[config.mk]
export PLATFORM = sky130hd
export DESIGN_NAME = light_toggle_ctrl
export DESIGN_NICKNAME = d
export VERILOG_FILES = /design/src/rtl/light_toggle_pkg.sv /design/src/rtl/light_toggle_rst_sync.sv /design/src/rtl/light_toggle_next.sv /design/src/rtl/light_toggle_state_reg.sv /design/src/rtl/light_toggle_out.sv /design/src/rtl/light_toggle_ctrl.sv
export SDC_FILE = /design/constraint.sdc
export NUM_CORES = 1
export LEC_CHECK = 0
export BUFFER_PORTS_ARGS = -buffer_cell sky130_fd_sc_hd__buf_2
export CORE_AREA = 2 2 39 41
export DETAILED_ROUTE_END_ITERATION = 8
export DIE_AREA = 0 0 41 43
export GPL_TIMING_DRIVEN = 0
export PLACE_DENSITY = 0.42
export REMOVE_ABC_BUFFERS = 1
export SYNTH_ARGS = -nofsm -noshare
export SYNTH_HDL_FRONTEND = slang
export SYNTH_SLANG_ARGS = --single-unit
export TNS_END_PERCENT = 50
[constraint.sdc]
create_clock -name clk -period 0.9 [get_ports clk]
set_input_delay 0.18 -clock clk [delete_from_list [all_inputs] [get_ports clk]]
set_output_delay 0.18 -clock clk [all_outputs]
set_load 0.05 [all_outputs]
[src/rtl/light_toggle_pkg.sv]
package light_toggle_pkg;
  localparam int NUM_STATES = 4;

  localparam int IDX_OFF      = 0;
  localparam int IDX_ARM_ON   = 1;
  localparam int IDX_LIT      = 2;
  localparam int IDX_ARM_OFF  = 3;

  typedef logic [NUM_STATES-1:0] state_t;

  localparam state_t ST_OFF     = state_t'(1) << IDX_OFF;
  localparam state_t ST_ARM_ON  = state_t'(1) << IDX_ARM_ON;
  localparam state_t ST_LIT     = state_t'(1) << IDX_LIT;
  localparam state_t ST_ARM_OFF = state_t'(1) << IDX_ARM_OFF;
endpackage

[src/rtl/light_toggle_rst_sync.sv]
module light_toggle_rst_sync #(
  parameter int STAGES = 2
) (
  input  logic clk,
  input  logic rst_n,
  output logic rst_sync_n
);
  logic [STAGES-1:0] chain_q;

  always_ff @(posedge clk or negedge rst_n) begin
    if (!rst_n) begin
      chain_q <= '0;
    end else begin
      chain_q <= {chain_q[STAGES-2:0], 1'b1};
    end
  end

  assign rst_sync_n = chain_q[STAGES-1];
endmodule

[src/rtl/light_toggle_next.sv]
module light_toggle_next
  import light_toggle_pkg::*;
(
  input  state_t state_i,
  input  logic   btn_i,
  output state_t state_o
);
  always_comb begin
    case (state_i)
      ST_OFF:     state_o = btn_i ? ST_ARM_ON : ST_OFF;
      ST_ARM_ON:  state_o = btn_i ? ST_ARM_ON : ST_LIT;
      ST_LIT:     state_o = btn_i ? ST_ARM_OFF : ST_LIT;
      ST_ARM_OFF: state_o = btn_i ? ST_ARM_OFF : ST_OFF;
      default:    state_o = ST_OFF;
    endcase
  end
endmodule

[src/rtl/light_toggle_state_reg.sv]
module light_toggle_state_reg #(
  parameter int                 WIDTH   = 4,
  parameter logic [WIDTH-1:0]   RST_VAL = '0
) (
  input  logic             clk,
  input  logic             rst_n,
  input  logic             en_i,
  input  logic [WIDTH-1:0] d_i,
  output logic [WIDTH-1:0] q_o
);
  always_ff @(posedge clk or negedge rst_n) begin
    if (!rst_n) begin
      q_o <= RST_VAL;
    end else if (en_i) begin
      q_o <= d_i;
    end
  end
endmodule

[src/rtl/light_toggle_out.sv]
module light_toggle_out
  import light_toggle_pkg::*;
(
  input  state_t state_i,
  output logic   light_o
);
  assign light_o = state_i[IDX_ARM_ON] | state_i[IDX_LIT];
endmodule

[src/rtl/light_toggle_ctrl.sv]
module light_toggle_ctrl
  import light_toggle_pkg::*;
#(
  parameter int RST_STAGES = 2
) (
  input  logic clk,
  input  logic rst_n,
  input  logic btn_i,
  output logic light_o
);
  logic   rst_sync_n;
  state_t state_q;
  state_t state_d;
  logic   state_en;

  light_toggle_rst_sync #(.STAGES(RST_STAGES)) u_rst_sync (
    .clk        (clk),
    .rst_n      (rst_n),
    .rst_sync_n (rst_sync_n)
  );

  light_toggle_next u_next (
    .state_i (state_q),
    .btn_i   (btn_i),
    .state_o (state_d)
  );

  assign state_en = (state_d != state_q);

  light_toggle_state_reg #(
    .WIDTH   (NUM_STATES),
    .RST_VAL (ST_OFF)
  ) u_state (
    .clk   (clk),
    .rst_n (rst_sync_n),
    .en_i  (state_en),
    .d_i   (state_d),
    .q_o   (state_q)
  );

  light_toggle_out u_out (
    .state_i (state_q),
    .light_o (light_o)
  );
endmodule

==> results.json, run 1 <==
{
  "status": "complete, but fails checks",
  "violations": "negative setup slack",
  "final_cell_mix": "5 x dfrtp_1, 3 x clkbuf_4, 2 x xnor2_1, 2 x buf_2, 2 x buf_4",
  "wl_per_cell_um": 10.5,
  "finalCriticalPeriod_ns": 1.18,
  "required_ns": 0.72,
  "setup_viol": 5,
  "ant_nets": 0,
  "fin_crit_sh_pct": 131,
  "powerDensity_nw_per_um2": 3230,
  "synthTopCellsByArea": "dfrtp_1 52%, dfstp_2 11%, xnor2_1 11%",
  "final_common_cell": "dfrtp_1",
  "coreArea_um2": 1380,
  "cts-root-buf": "clkbuf_4",
  "grt_pass1_vias": 177,
  "die_w_um": 41,
  "final_nets": 32,
  "firstDrtPassIters": 2,
  "fin_ws_ns": -0.281,
  "r2r_end": "u_state.q_o[3]$_DFFE_PN0P_",
  "ys_warn_count": 0,
  "cts_tree": "yes",
  "syn-cell-area_um2": 241,
  "ys_types": 10,
  "initial_utilization_pct": 17.5,
  "start_kind": "flip-flop",
  "drt_iter0_drc": 2,
  "hold_class": "reg2async",
  "clock_latency_ns": 0.25,
  "finalHoldViolations": 0,
  "rsz0062_at_grt": "true",
  "viasPerCell": 4.00,
  "synth_top_area_share_pct": 51.8,
  "grt-ovfl-total": 0,
  "portBuffers": 3,
  "hold_ws_ns": 0.0584,
  "antenna_found_initial": 0,
  "grt_pass1_wl_um": 793,
  "grt_max_degree": 5,
  "leakagePower_nw": 0.154,
  "synth-seq-cells": 6,
  "clk_pin_slew_ns": 0.05,
  "area_growth_pct": 56.5,
  "die-area_um2": 1760,
  "drc": 0,
  "ir_drop_v": 0.000951,
  "worstPathArrival_ns": 1.00,
  "rrSetupSlack_ns": -0.10,
  "clk_path_buf_depth": 2,
  "skew_ns": 0.000297,
  "cap_violations": 0,
  "n_antenna_cell": 0,
  "cts_made_buffers": 3,
  "avgSynthCellArea_um2": 13.4,
  "synth-seq-area-share_pct": 62.7,
  "wirelength_um": 461,
  "post-route-util_pct": 27.3,
  "place_congestion": 0.538,
  "via_count": 176,
  "report.final.slew_viol_count": 0,
  "cts_sinks": 6,
  "drive_gt1_share_pct": 53.6,
  "htree_levels": 1,
  "num_rows": 14,
  "synthCells": 18,
  "fmax_mhz": 847,
  "end_kind": "primary output",
  "io_pins": 4,
  "cp_max_fo": 2,
  "track_usage_pct": 7.93,
  "die-height_um": 43,
  "r2r-start": "u_state.q_o[2]$_DFFE_PN0P_",
  "yosysTopAreaCell": "dfrtp_1",
  "worstSetupPathType": "reg2out",
  "reg2reg_depth": 3
}
## where the power goes
part           internal [mW]  leakage [nW]  switching [mW]
registers              0.339        0.0744          0.0510
clock network          0.169        0.0150           0.106
logic                  0.287        0.0646           0.268
total                  0.795         0.154           0.425
## worst max-delay path by stage
stage	start	endpoint	cells past startpoint
floorplan	u_state.q_o[1]$_DFFE_PN0P_	light_o	1
global placement	u_state.q_o[1]$_DFFE_PN0P_	light_o	2
detailed placement	u_state.q_o[1]$_DFFE_PN0P_	light_o	2
CTS	u_state.q_o[1]$_DFFE_PN0P_	light_o	2
global route	u_state.q_o[2]$_DFFE_PN0P_	light_o	2
finish	u_state.q_o[1]$_DFFE_PN0P_	light_o	2
## synthesized netlist by cell type (all sizes together)
| master | instances |
|---|---|
| a2bb2oi | 1 |
| conb | 1 |
| dfrtp | 5 |
| dfstp | 1 |
| nor3 | 1 |
| nor3b | 1 |
| nor4b | 2 |
| or2 | 2 |
| xnor2 | 3 |
| xor2 | 1 |
## timing repair
action | CTS | global route
hold endpoints to repair | 2 | 0
resized for setup | 4 | 5
pin swaps | 2 | 2
buffers inserted | 2 | 0
hold buffers | 1 | 0
endpoints found under the setup margin | 4 | 5
## critical path: stages, from the launching register on
cell     delay, ns
dfrtp_1       0.36
or2_1         0.23
buf_6         0.15
## state kept, by name (all words and copies together), names as in the netlist
register	flops
u_rst_sync.chain_q	2
u_state.q_o	4
## layer usage
layer	part of all wire, %	wire length [um]	global-route usage [%]	up-vias
li1	-	-	-	81
met1	40	185	7.02	87
met2	51	235	10.3	6
met3	6.7	31	6.28	2
met4	1.7	8	8.00	0
met5	0	0	0	-
## final cells by class
type	instances	area, um2
Tap cell	16	20.0
Fill cell	149	1010
Clock buffer	4	26.3
Multi-Input combinational cell	12	134
Sequential cell	6	151
Timing Repair Buffer	6	46.3
## logic make-up after synthesis
logic type / after synthesis / synth area share [%]
AND/OR/NAND/NOR: 6 / 17.6
XOR/XNOR: 4 / 14.5
flip-flops: 6 / 62.7
other: 1 / 1.55
AO/OA/AOI/OAI: 1 / 3.63
## per-stage QoR
stage               std cells  setup TNS (ns)  power [mW]  instance area [um2]  setup WS (ns)
floorplan                  18          -0.113       0.653                  241         -0.106
detailed placement         37          -0.325       0.720                  277         -0.148
global placement           37          -0.234       0.706                  277         -0.135
global route               44          -0.763        1.30                  378         -0.332
finish                     44          -0.507        1.22                  378         -0.281
CTS                        44          -0.559        1.12                  348         -0.292
(Power assumes the default switching activity.)
==> run 2, diff against run 1 <==
--- a/config.mk
+++ b/config.mk
@@ -10,9 +10,11 @@
 export DETAILED_ROUTE_END_ITERATION = 8
 export DIE_AREA = 0 0 41 43
 export GPL_TIMING_DRIVEN = 0
-export PLACE_DENSITY = 0.42
+export HOLD_SLACK_MARGIN = 0.06
+export PLACE_DENSITY = 0.51
 export REMOVE_ABC_BUFFERS = 1
 export SYNTH_ARGS = -nofsm -noshare
 export SYNTH_HDL_FRONTEND = slang
+export SYNTH_HIERARCHICAL = 1
 export SYNTH_SLANG_ARGS = --single-unit
 export TNS_END_PERCENT = 50
==> results.json, run 2 <==
{
  "status": "complete, but fails checks",
  "violations": "negative setup slack",
  "worst_path_max_delay_cell": "or3b_4",
  "cts_sinks": 6,
  "r2r-start": "u_state/q_o[2]$_DFFE_PN0P_",
  "via_count": 263,
  "clk_pin_slew_ns": 0.05,
  "leakagePower_nw": 0.210,
  "wirelength_um": 686,
  "hold_ws_ns": 0.0584,
  "htree_levels": 1,
  "firstDrtPassIters": 4,
  "clk_path_buf_depth": 2,
  "wl_per_cell_um": 11.4,
  "place_congestion": 0.651,
  "hold_class": "reg2async",
  "place_area_um2": 383,
  "powerDensity_nw_per_um2": 3670,
  "multi_input_area_um2": 210,
  "ys_warn_count": 6,
  "portBuffers": 3,
  "ys_top_cells_by_count": "6 x xnor2_1, 5 x dfrtp_1, 4 x mux2_2",
  "finalCriticalPeriod_ns": 1.97,
  "end_kind": "flip-flop",
  "crit_buf_inv": 0,
  "cp_num_cells": 6,
  "final_nets": 48,
  "cp_max_fo": 4,
  "grt-ovfl-total": 0,
  "avgSynthCellArea_um2": 11.2,
  "finalHoldViolations": 0,
  "synth_edf_count": 0,
  "synth_top_area_share_pct": 36.0,
  "dp_slack_ns": -1.08,
  "reg2reg_depth": 6,
  "synthArstFlopShare_pct": 100,
  "drc": 0,
  "yosysTopAreaCell": "dfrtp_1",
  "viasPerCell": 4.38,
  "synth-seq-area-share_pct": 43.5,
  "place_inst": 50,
  "drive_gt1_share_pct": 47.7,
  "post-route-util_pct": 34.9,
  "grt_max_degree": 9,
  "worstSetupStartpoint": "u_state/q_o[2]$_DFFE_PN0P_",
  "report.final.slew_viol_count": 0,
  "synthTopCellsByArea": "dfrtp_1 36%, xnor2_1 15%, mux2_2 13%",
  "fin_area_um2": 483,
  "area_growth_pct": 38.8,
  "cts_made_buffers": 3,
  "fmax_mhz": 507,
  "rsz0062_at_grt": "true",
  "fillers": 144,
  "io_pins": 4,
  "fin_ws_ns": -1.07,
  "required_ns": 1.02,
  "grt_pass1_vias": 301,
  "clock_latency_ns": 0.24,
  "cts-root-buf": "clkbuf_4",
  "die_w_um": 41,
  "cap_violations": 0,
  "ir_drop_v": 0.00143,
  "antenna_found_initial": 0,
  "initial_utilization_pct": 25.1,
  "track_usage_pct": 10.9,
  "final_common_cell": "xnor2_1",
  "largest_reg_flops": 4,
  "synthCells": 31,
  "worstSetupPathType": "reg2reg",
  "top_regs": "u_state/q_o (4), u_rst_sync/chain_q (2)",
  "num_rows": 14,
  "drt_iter0_drc": 6,
  "fin_crit_sh_pct": 219,
  "path_cells": "or3b_4 -> nor3b_4 -> a211oi_2 -> xnor2_1 -> nand4_1 -> mux2_4",
  "critical-path-top-delay-family": "simple AND/OR/NAND/NOR gates",
  "grt_pass1_wl_um": 1230,
  "syn-cell-area_um2": 348,
  "largest-register": "u_state/q_o",
  "regArea_um2": 154,
  "setup_viol": 5,
  "synth-seq-cells": 6,
  "die-area_um2": 1760,
  "ant_nets": 0,
  "instances_no_fill": 60,
  "cts_tree": "yes",
  "coreArea_um2": 1380,
  "start_kind": "flip-flop",
  "skew_ns": 0.00359,
  "n_antenna_cell": 0,
  "ys.flop_type": "dfrtp_1",
  "ys_types": 18,
  "final_cell_mix": "6 x xnor2_1, 5 x buf_4, 3 x clkbuf_4, 3 x dfrtp_1, 3 x mux2_2",
  "yosysMostFrequentCell": "xnor2_1",
  "slowest_delay_ns": 0.42,
  "worstPathArrival_ns": 2.09,
  "die-height_um": 43
}
## run 2: worst paths after layout
path | to | slack [ns]
min in group clk | u_rst_sync/chain_q[1]$_DFF_PN0_ | 0.37
max | u_state/q_o[1]$_DFFE_PN0P_ | -1.07
max in group asynchronous | u_rst_sync/chain_q[1]$_DFF_PN0_ | 0.56
max reg2reg | u_state/q_o[1]$_DFFE_PN0P_ | -1.07
min | u_state/q_o[3]$_DFFE_PN0P_ | 0.06
min reg2reg | u_state/q_o[3]$_DFFE_PN0P_ | 0.06
## run 2: cell type report
class,count,area share (%)
repair buffers,9,14.2
inverters,1,0.777
clock buffers,4,5.44
well taps,16,4.15
multi-input cells,24,43.5
flip-flops and latches,6,31.9
## run 2: kinds of logic after synthesis
| group | after synthesis | share of synthesized area (%) |
|---|---|---|
| simple gates | 10 | 20.2 |
| xor+xnor | 7 | 17.6 |
| flops | 6 | 43.5 |
| mux | 4 | 12.9 |
| compound gates | 2 | 3.60 |
| buf+inv | 1 | 1.08 |
| other cells | 1 | 1.08 |
## run 2: repair_timing
item / in CTS / in global routing
endpoints found under the setup margin: 5 / 5
pin swaps: 5 / 1
hold endpoints to repair: 2 / 0
setup buffers: 5 / 0
resized for setup: 7 / 1
hold buffers: 1 / 0
## run 2: report_power, final
part / switching (mW) / leakage (nW) / internal, mW / total [mW]
clock network: 0.0947 / 0.0150 / 0.168 / 0.263
registers: 0.117 / 0.0711 / 0.360 / 0.477
logic: 0.465 / 0.124 / 0.566 / 1.03
total: 0.677 / 0.210 / 1.09 / 1.77
## run 2: layer usage
layer  part of all wire [%]  global-route usage, %
met1                     37                   11.3
met2                     57                   17.2
met3                    3.8                   1.57
met4                    1.5                   10.0
met5                      0                      0
## run 2: worst reg2reg max path, cell delays in order (launching register included)
cell	delay [ns]
dfrtp_2	0.41
or3b_4	0.42
nor3b_4	0.19
a211oi_2	0.08
xnor2_1	0.16
nand4_1	0.23
mux2_4	0.37
## run 2: metrics by stage
| stage | TNS (ns) | power, mW |
|---|---|---|
| after floorplan | -3.91 | 1.13 |
| after global placement | -4.41 | 1.24 |
| after detailed placement | -4.45 | 1.25 |
| after CTS | -4.52 | 1.74 |
| after global routing | -5.08 | 1.90 |
| final | -4.61 | 1.77 |
